File: src/rtl/cs_map_pkg.sv
package cs_map_pkg;
  // Bus geometry shared by the decoder and its sub-blocks
  localparam int unsigned DEC_W    = 8;  // address bits seen by the decoder
  localparam int unsigned SLOT_W   = 3;  // bits picking an I/O slot
  localparam int unsigned RAM_BANK = 3;  // quarters given to RAM

  typedef struct packed {
    logic [RAM_BANK-1:0] ram;
    logic                io;
    logic                rom_lo;
    logic                rom_hi;
  } region_t;
endpackage

File: src/rtl/cs_quarter_decode.sv
module cs_quarter_decode #(
  parameter int unsigned RAM_BANK = 3
) (
  input  logic [1:0]          quarter,
  input  logic                half_bit,
  output logic [RAM_BANK-1:0] ram_hit,
  output logic                top_lo,
  output logic                top_hi
);
  logic top_q;

  for (genvar i = 0; i < RAM_BANK; i++) begin : g_ram
    assign ram_hit[i] = (quarter == 2'(i));
  end

  assign top_q  = &quarter;
  assign top_lo = top_q & ~half_bit;
  assign top_hi = top_q &  half_bit;
endmodule

File: src/rtl/cs_window_decode.sv
module cs_window_decode #(
  parameter int unsigned SLOT_W = 3,
  localparam int unsigned SLOTS = 1 << SLOT_W
) (
  input  logic              en,
  input  logic [1:0]        sub,
  input  logic [SLOT_W-1:0] slot,
  output logic              io_hit,
  output logic [SLOTS-1:0]  dev_hit,
  output logic              rom_hit
);
  // The first quarter of the enabled 8 KB half is I/O; the rest is ROM
  assign io_hit  = en & (sub == 2'b00);
  assign rom_hit = en & (sub != 2'b00);

  for (genvar s = 0; s < SLOTS; s++) begin : g_dev
    assign dev_hit[s] = io_hit & (slot == SLOT_W'(s));
  end
endmodule

File: src/rtl/cs_decoder.sv
module cs_decoder
  import cs_map_pkg::*;
#(
  parameter int unsigned ADDR_HI_W = DEC_W,
  parameter int unsigned DEV_SEL_W = SLOT_W,
  localparam int unsigned DEVS     = 1 << DEV_SEL_W
) (
  input  logic                 clk,
  input  logic                 rst,
  input  logic [ADDR_HI_W-1:0] addr_hi,
  input  logic                 rw,
  input  logic                 phi2,
  output logic [RAM_BANK-1:0]  ram_sel_n,
  output logic [DEVS-1:0]      dev_sel_n,
  output logic                 rom_lo_sel_n,
  output logic                 rom_hi_sel_n,
  output logic                 rom_wr_flag
);
  localparam int unsigned TOP = ADDR_HI_W - 1;

  logic [RAM_BANK-1:0] ram_hit;
  logic                top_lo, top_hi;
  logic                io_hit, rom_lo_hit;
  logic [DEVS-1:0]     dev_hit;
  region_t             nxt;
  logic                wr_rom, wr_rom_q;

  cs_quarter_decode #(.RAM_BANK(RAM_BANK)) u_quarter (
    .quarter (addr_hi[TOP -: 2]),
    .half_bit(addr_hi[TOP-2]),
    .ram_hit (ram_hit),
    .top_lo  (top_lo),
    .top_hi  (top_hi)
  );

  cs_window_decode #(.SLOT_W(DEV_SEL_W)) u_window (
    .en     (top_lo),
    .sub    (addr_hi[TOP-3 -: 2]),
    .slot   (addr_hi[TOP-5 -: DEV_SEL_W]),
    .io_hit (io_hit),
    .dev_hit(dev_hit),
    .rom_hit(rom_lo_hit)
  );

  // Qualification: devices by phase, ROMs by read
  always_comb begin
    nxt.ram    = ram_hit;
    nxt.io     = io_hit & phi2;
    nxt.rom_lo = rom_lo_hit & rw;
    nxt.rom_hi = top_hi & rw;
    wr_rom     = ~rw & (rom_lo_hit | top_hi);
  end

  always_ff @(posedge clk) begin
    if (rst) begin
      ram_sel_n    <= '1;
      dev_sel_n    <= '1;
      rom_lo_sel_n <= 1'b1;
      rom_hi_sel_n <= 1'b1;
      rom_wr_flag  <= 1'b0;
      wr_rom_q     <= 1'b0;
    end else begin
      ram_sel_n    <= ~nxt.ram;
      dev_sel_n    <= nxt.io ? ~dev_hit : '1;
      rom_lo_sel_n <= ~nxt.rom_lo;
      rom_hi_sel_n <= ~nxt.rom_hi;
      rom_wr_flag  <= wr_rom & ~wr_rom_q;
      wr_rom_q     <= wr_rom;
    end
  end

  // ---------------- assertions ----------------
  logic [RAM_BANK+2:0] active_vec;
  assign active_vec = {~ram_sel_n, ~&dev_sel_n, ~rom_lo_sel_n, ~rom_hi_sel_n};

  assert_region_excl_R8: assert property (@(posedge clk) disable iff (rst)
    $countones(active_vec) <= 1);

  assert_dev_phase_R4: assert property (@(posedge clk) disable iff (rst)
    !phi2 |=> &dev_sel_n);

  assert_dev_onehot_R3: assert property (@(posedge clk) disable iff (rst)
    $onehot0(~dev_sel_n));

  assert_rom_write_R7: assert property (@(posedge clk) disable iff (rst)
    !rw |=> (rom_lo_sel_n && rom_hi_sel_n));

  assert_flag_pulse_R7: assert property (@(posedge clk) disable iff (rst)
    rom_wr_flag |=> !rom_wr_flag);

  assert_ram_phase_free_R2: assert property (@(posedge clk) disable iff (rst)
    (addr_hi[TOP -: 2] == 2'b00) |=> !ram_sel_n[0]);

  assert_reset_state_R1: assert property (@(posedge clk)
    rst |=> (&ram_sel_n && &dev_sel_n && rom_lo_sel_n && rom_hi_sel_n && !rom_wr_flag));
endmodule

File: config.mk
export PLATFORM = sky130hd
export DESIGN_NAME = cs_decoder
export DESIGN_NICKNAME = d
export VERILOG_FILES = /design/src/rtl/cs_map_pkg.sv /design/src/rtl/cs_quarter_decode.sv /design/src/rtl/cs_window_decode.sv /design/src/rtl/cs_decoder.sv
export SDC_FILE = /design/constraint.sdc
export NUM_CORES = 1
export LEC_CHECK = 0
export ABC_CLOCK_PERIOD_IN_PS = 950
export BUFFER_PORTS_ARGS = -buffer_cell sky130_fd_sc_hd__buf_2
export CAP_MARGIN = 40
export CORE_MARGIN = 2
export CORE_UTILIZATION = 36
export DETAILED_ROUTE_END_ITERATION = 16
export PLACE_DENSITY = 0.69
export REMOVE_ABC_BUFFERS = 1
export SETUP_SLACK_MARGIN = 0.2
export SLEW_MARGIN = 20
export SYNTH_ARGS = -nofsm -noshare
export SYNTH_HDL_FRONTEND = slang
export SYNTH_SLANG_ARGS = --single-unit
File: constraint.sdc
create_clock -name clk -period 0.95 [get_ports clk]
set_clock_uncertainty 0.15 [all_clocks]
set_input_delay 0.0475 -clock clk [delete_from_list [all_inputs] [get_ports clk]]
set_output_delay 0.0475 -clock clk [all_outputs]
set_load 0.02 [all_outputs]
==> flow_metrics.env <==
export IMPL_synth_top_family_by_area="simple AND/OR/NAND/NOR gates"
export IMPL_yosysUniqueCellTypes=15
export IMPL_dp_cells=84
export IMPL_clock_tree_root_cell="sky130_fd_sc_hd__clkbuf_4"
export IMPL_synth_area_leader_cell="sky130_fd_sc_hd__dfxtp_1"
export IMPL_initial_antenna_violation_count=0
export IMPL_drt_wl_total_um=956
export IMPL_die_area_mm2=0.00165
export IMPL_synth_seq_area_share_pct=62.2
export IMPL_cts_clk_slew_worst_paths_ns=0.08
export IMPL_ir_worst_vdd_mv=0.805
export IMPL_core_area_mm2=0.00127
export IMPL_worstMarginPinSlew_ns=0.231
export IMPL_worstPathBufferInverterCount=1
export IMPL_multiInputGateArea_um2=183
export IMPL_chipWidth_um=40.6
export IMPL_synth_top_area_share_pct=62.2
export IMPL_cts_htree_levels=1
export IMPL_initial_utilization_pct=38.1
export IMPL_largest_buffer_count_on_any_clock_path=2
export IMPL_ys_warnings_count=0
export IMPL_timing_critical_path_required_ns=0.75
export IMPL_critPathKind="reg -> out"
export IMPL_yosys_area_share_simple_pct=37.8
export IMPL_tightest_hold_check_type="in -> reg"
export IMPL_cts_tree="done"
export IMPL_count_of_mapped_cells_out_of_synthesis=40
export IMPL_post_layout_cell_count=88
export IMPL_fp_dieH_um=40.6
export IMPL_synthesis_stage_register_bit_count=15
export IMPL_finalWorstPathRequiredPeriod_ns=0.921
export IMPL_fillCellCount=102
export IMPL_crit_path_end_kind="output port"
export IMPL_worst_endpoint_arrival_ns=0.72
export IMPL_critical_path_depth=1
export IMPL_post_route_cell_area_um2=801
export IMPL_cell_area_after_technology_mapping_um2=483
export IMPL_yosys_mux_area_fraction_pct=0
export IMPL_routed_length_per_placed_instance_um=10.9
export IMPL_setup_total_negative_slack_ns=0
export IMPL_first_iter_violations=2
export IMPL_grt_setup_unrepaired="true"
export IMPL_status="complete, but fails checks"
export IMPL_asyncSetResetFlopFracSynth_pct=0
export IMPL_synth_enable_flop_cells=0
export IMPL_ant_nets=0
export IMPL_worst_path_fanout_max=1
export IMPL_power_static_leakage_nw=0.325
export IMPL_synth_compound_gate_area_share_pct=0
export IMPL_numPortBuffers=25
export IMPL_synth_most_common_cell="sky130_fd_sc_hd__dfxtp_1"
export IMPL_layout_cell_share_with_drive_strength_beyond_1_pct=68.5
export IMPL_report_final_slew_viol_count=0
export IMPL_detailroute_via_count=426
export IMPL_p_total_mw=1.10
export IMPL_detail_route_vias_per_cell=4.84
export IMPL_grt_max_degree=9
export IMPL_maxSlewHeadroom_pct=84.5
export IMPL_final_seq_area_um2=318
export IMPL_layout_worst_path_cycle_share_pct=96.9
export IMPL_floorplan_rows=13
export IMPL_crit_chain="buf_6"
export IMPL_wire_length_of_the_first_global_routing_pass_um=1470
export IMPL_antenna_cells=0
export IMPL_globalRouteTotalUtil_pct=14.3
export IMPL_hold_depth=2
export IMPL_r2r_cells=1
export IMPL_post_dp_cell_area_um2=657
export IMPL_critPathSlowestCell="sky130_fd_sc_hd__dfxtp_2"
export IMPL_syn_mean_instance_area_um2=12.1
export IMPL_cp_start_kind="flip-flop"
export IMPL_setup_viol_count_final=0
export IMPL_detail_route_first_pass_iterations=4
export IMPL_fin_hold_ws_ns=-0.184
export IMPL_timing_critical_path_slowest_cell_delay_ns=0.33
export IMPL_synth_adder_area_share_pct=0
export IMPL_max_freq_mhz=1090
export IMPL_grt_overflow=0
export IMPL_layout_nets=86
export IMPL_xor_xnor_cell_area_share_of_the_yosys_netlist_pct=0
export IMPL_synth_area_top_cells="sky130_fd_sc_hd__dfxtp_1, sky130_fd_sc_hd__nand4b_1, sky130_fd_sc_hd__nor4b_4"
export IMPL_failed_checks="hold timing"
export IMPL_cap_viol_max_count=0
export IMPL_flow_area_growth_from_synthesis_pct=65.8
export IMPL_top_level_pins=26
export IMPL_vias_in_the_first_global_route=373
export IMPL_p_per_area_mw_per_mm2=1370
export IMPL_synth_top_cells_by_count="sky130_fd_sc_hd__dfxtp_1, sky130_fd_sc_hd__nand4b_1, sky130_fd_sc_hd__nor2_1"
export IMPL_report_final_hold_viol_count=15
export IMPL_gp_congestion=0.632
export IMPL_cts_repair_timing_setup_buffer_count=0
export IMPL_timing_critical_path_max_delay_family="flip-flops"
export IMPL_yosys_most_used_dff="sky130_fd_sc_hd__dfxtp_1"
export IMPL_clkSinkCount=15
export IMPL_drt_drc_violations_left=0
export IMPL_clock_latency_ns=0.27
export IMPL_numCtsBuffers=3
sequential cells by signal, summed over array words and instances, names as in the netlist:
| name | cells |
|---|---|
| rom_hi_sel_n | 1 |
| ram_sel_n | 3 |
| rom_lo_sel_n | 1 |
| dev_sel_n | 8 |
| rom_wr_flag | 1 |
| wr_rom_q | 1 |
worst paths after layout:
path	from	to	slack [ns]
worst min register to register	wr_rom_q$_SDFF_PP0_	rom_wr_flag$_SDFF_PP0_	0.23
worst min-delay path	addr_hi[7]	ram_sel_n[2]$_SDFF_PP1_	-0.18
worst max-delay path	ram_sel_n[1]$_SDFF_PP1_	ram_sel_n[1]	0.03
worst max register to register	wr_rom_q$_SDFF_PP0_	rom_wr_flag$_SDFF_PP0_	0.28
layout by cell type (no fill, tap or decap), drive strengths merged:
cell type  instances
or3                1
nand2              2
nand3b             1
nand4              3
buf               29
dfxtp             15
nand4b             4
and2b              1
nor3               2
nor2               4
nor4b              1
and4bb             1
and4b              1
clkbuf             4
nor4               1
nand3              2
or4b               1
layout make-up:
type | instances | area share [%]
clock buffer | 4 | 3.28
multi-input combinational | 25 | 22.8
sequential | 15 | 39.7
tap | 15 | 2.34
timing repair buffer | 29 | 31.9
logic make-up after synthesis:
family / Yosys count
flip-flops: 15
AND/OR/NAND/NOR: 25
through the flow:
stage	hold WS, ns	setup slack [ns]	utilization (%)
global placement	0.100	-0.0907	51.8
CTS	-0.191	0.0175	62.0
global route	-0.195	-0.0133	63.1
finish	-0.184	0.0293	63.1
detailed placement	0.0983	-0.102	51.8
floorplan	-0.0406	0.0109	-
power by group:
| part | leakage, nW | internal [mW] | switching (mW) |
|---|---|---|---|
| Clock | 0.0150 | 0.162 | 0.177 |
| Sequential | 0.116 | 0.638 | 0.00392 |
| Combinational | 0.193 | 0.0620 | 0.0550 |
layer usage:
layer	GRT usage (%)	share of wire, %	vias to the layer above
li1	-	-	218
met1	14.7	40	191
met2	24.2	52	15
met3	3.26	6.2	2
met4	12.5	2.0	0
met5	0	0	-
repair_timing:
item / 4_1_cts / 5_1_grt
hold endpoints to repair: 15 / 15
endpoints found under the setup margin: 16 / 20
pin swaps: 1 / 2
gates resized for setup: 41 / 4
Power figures use the tool's default switching activity.
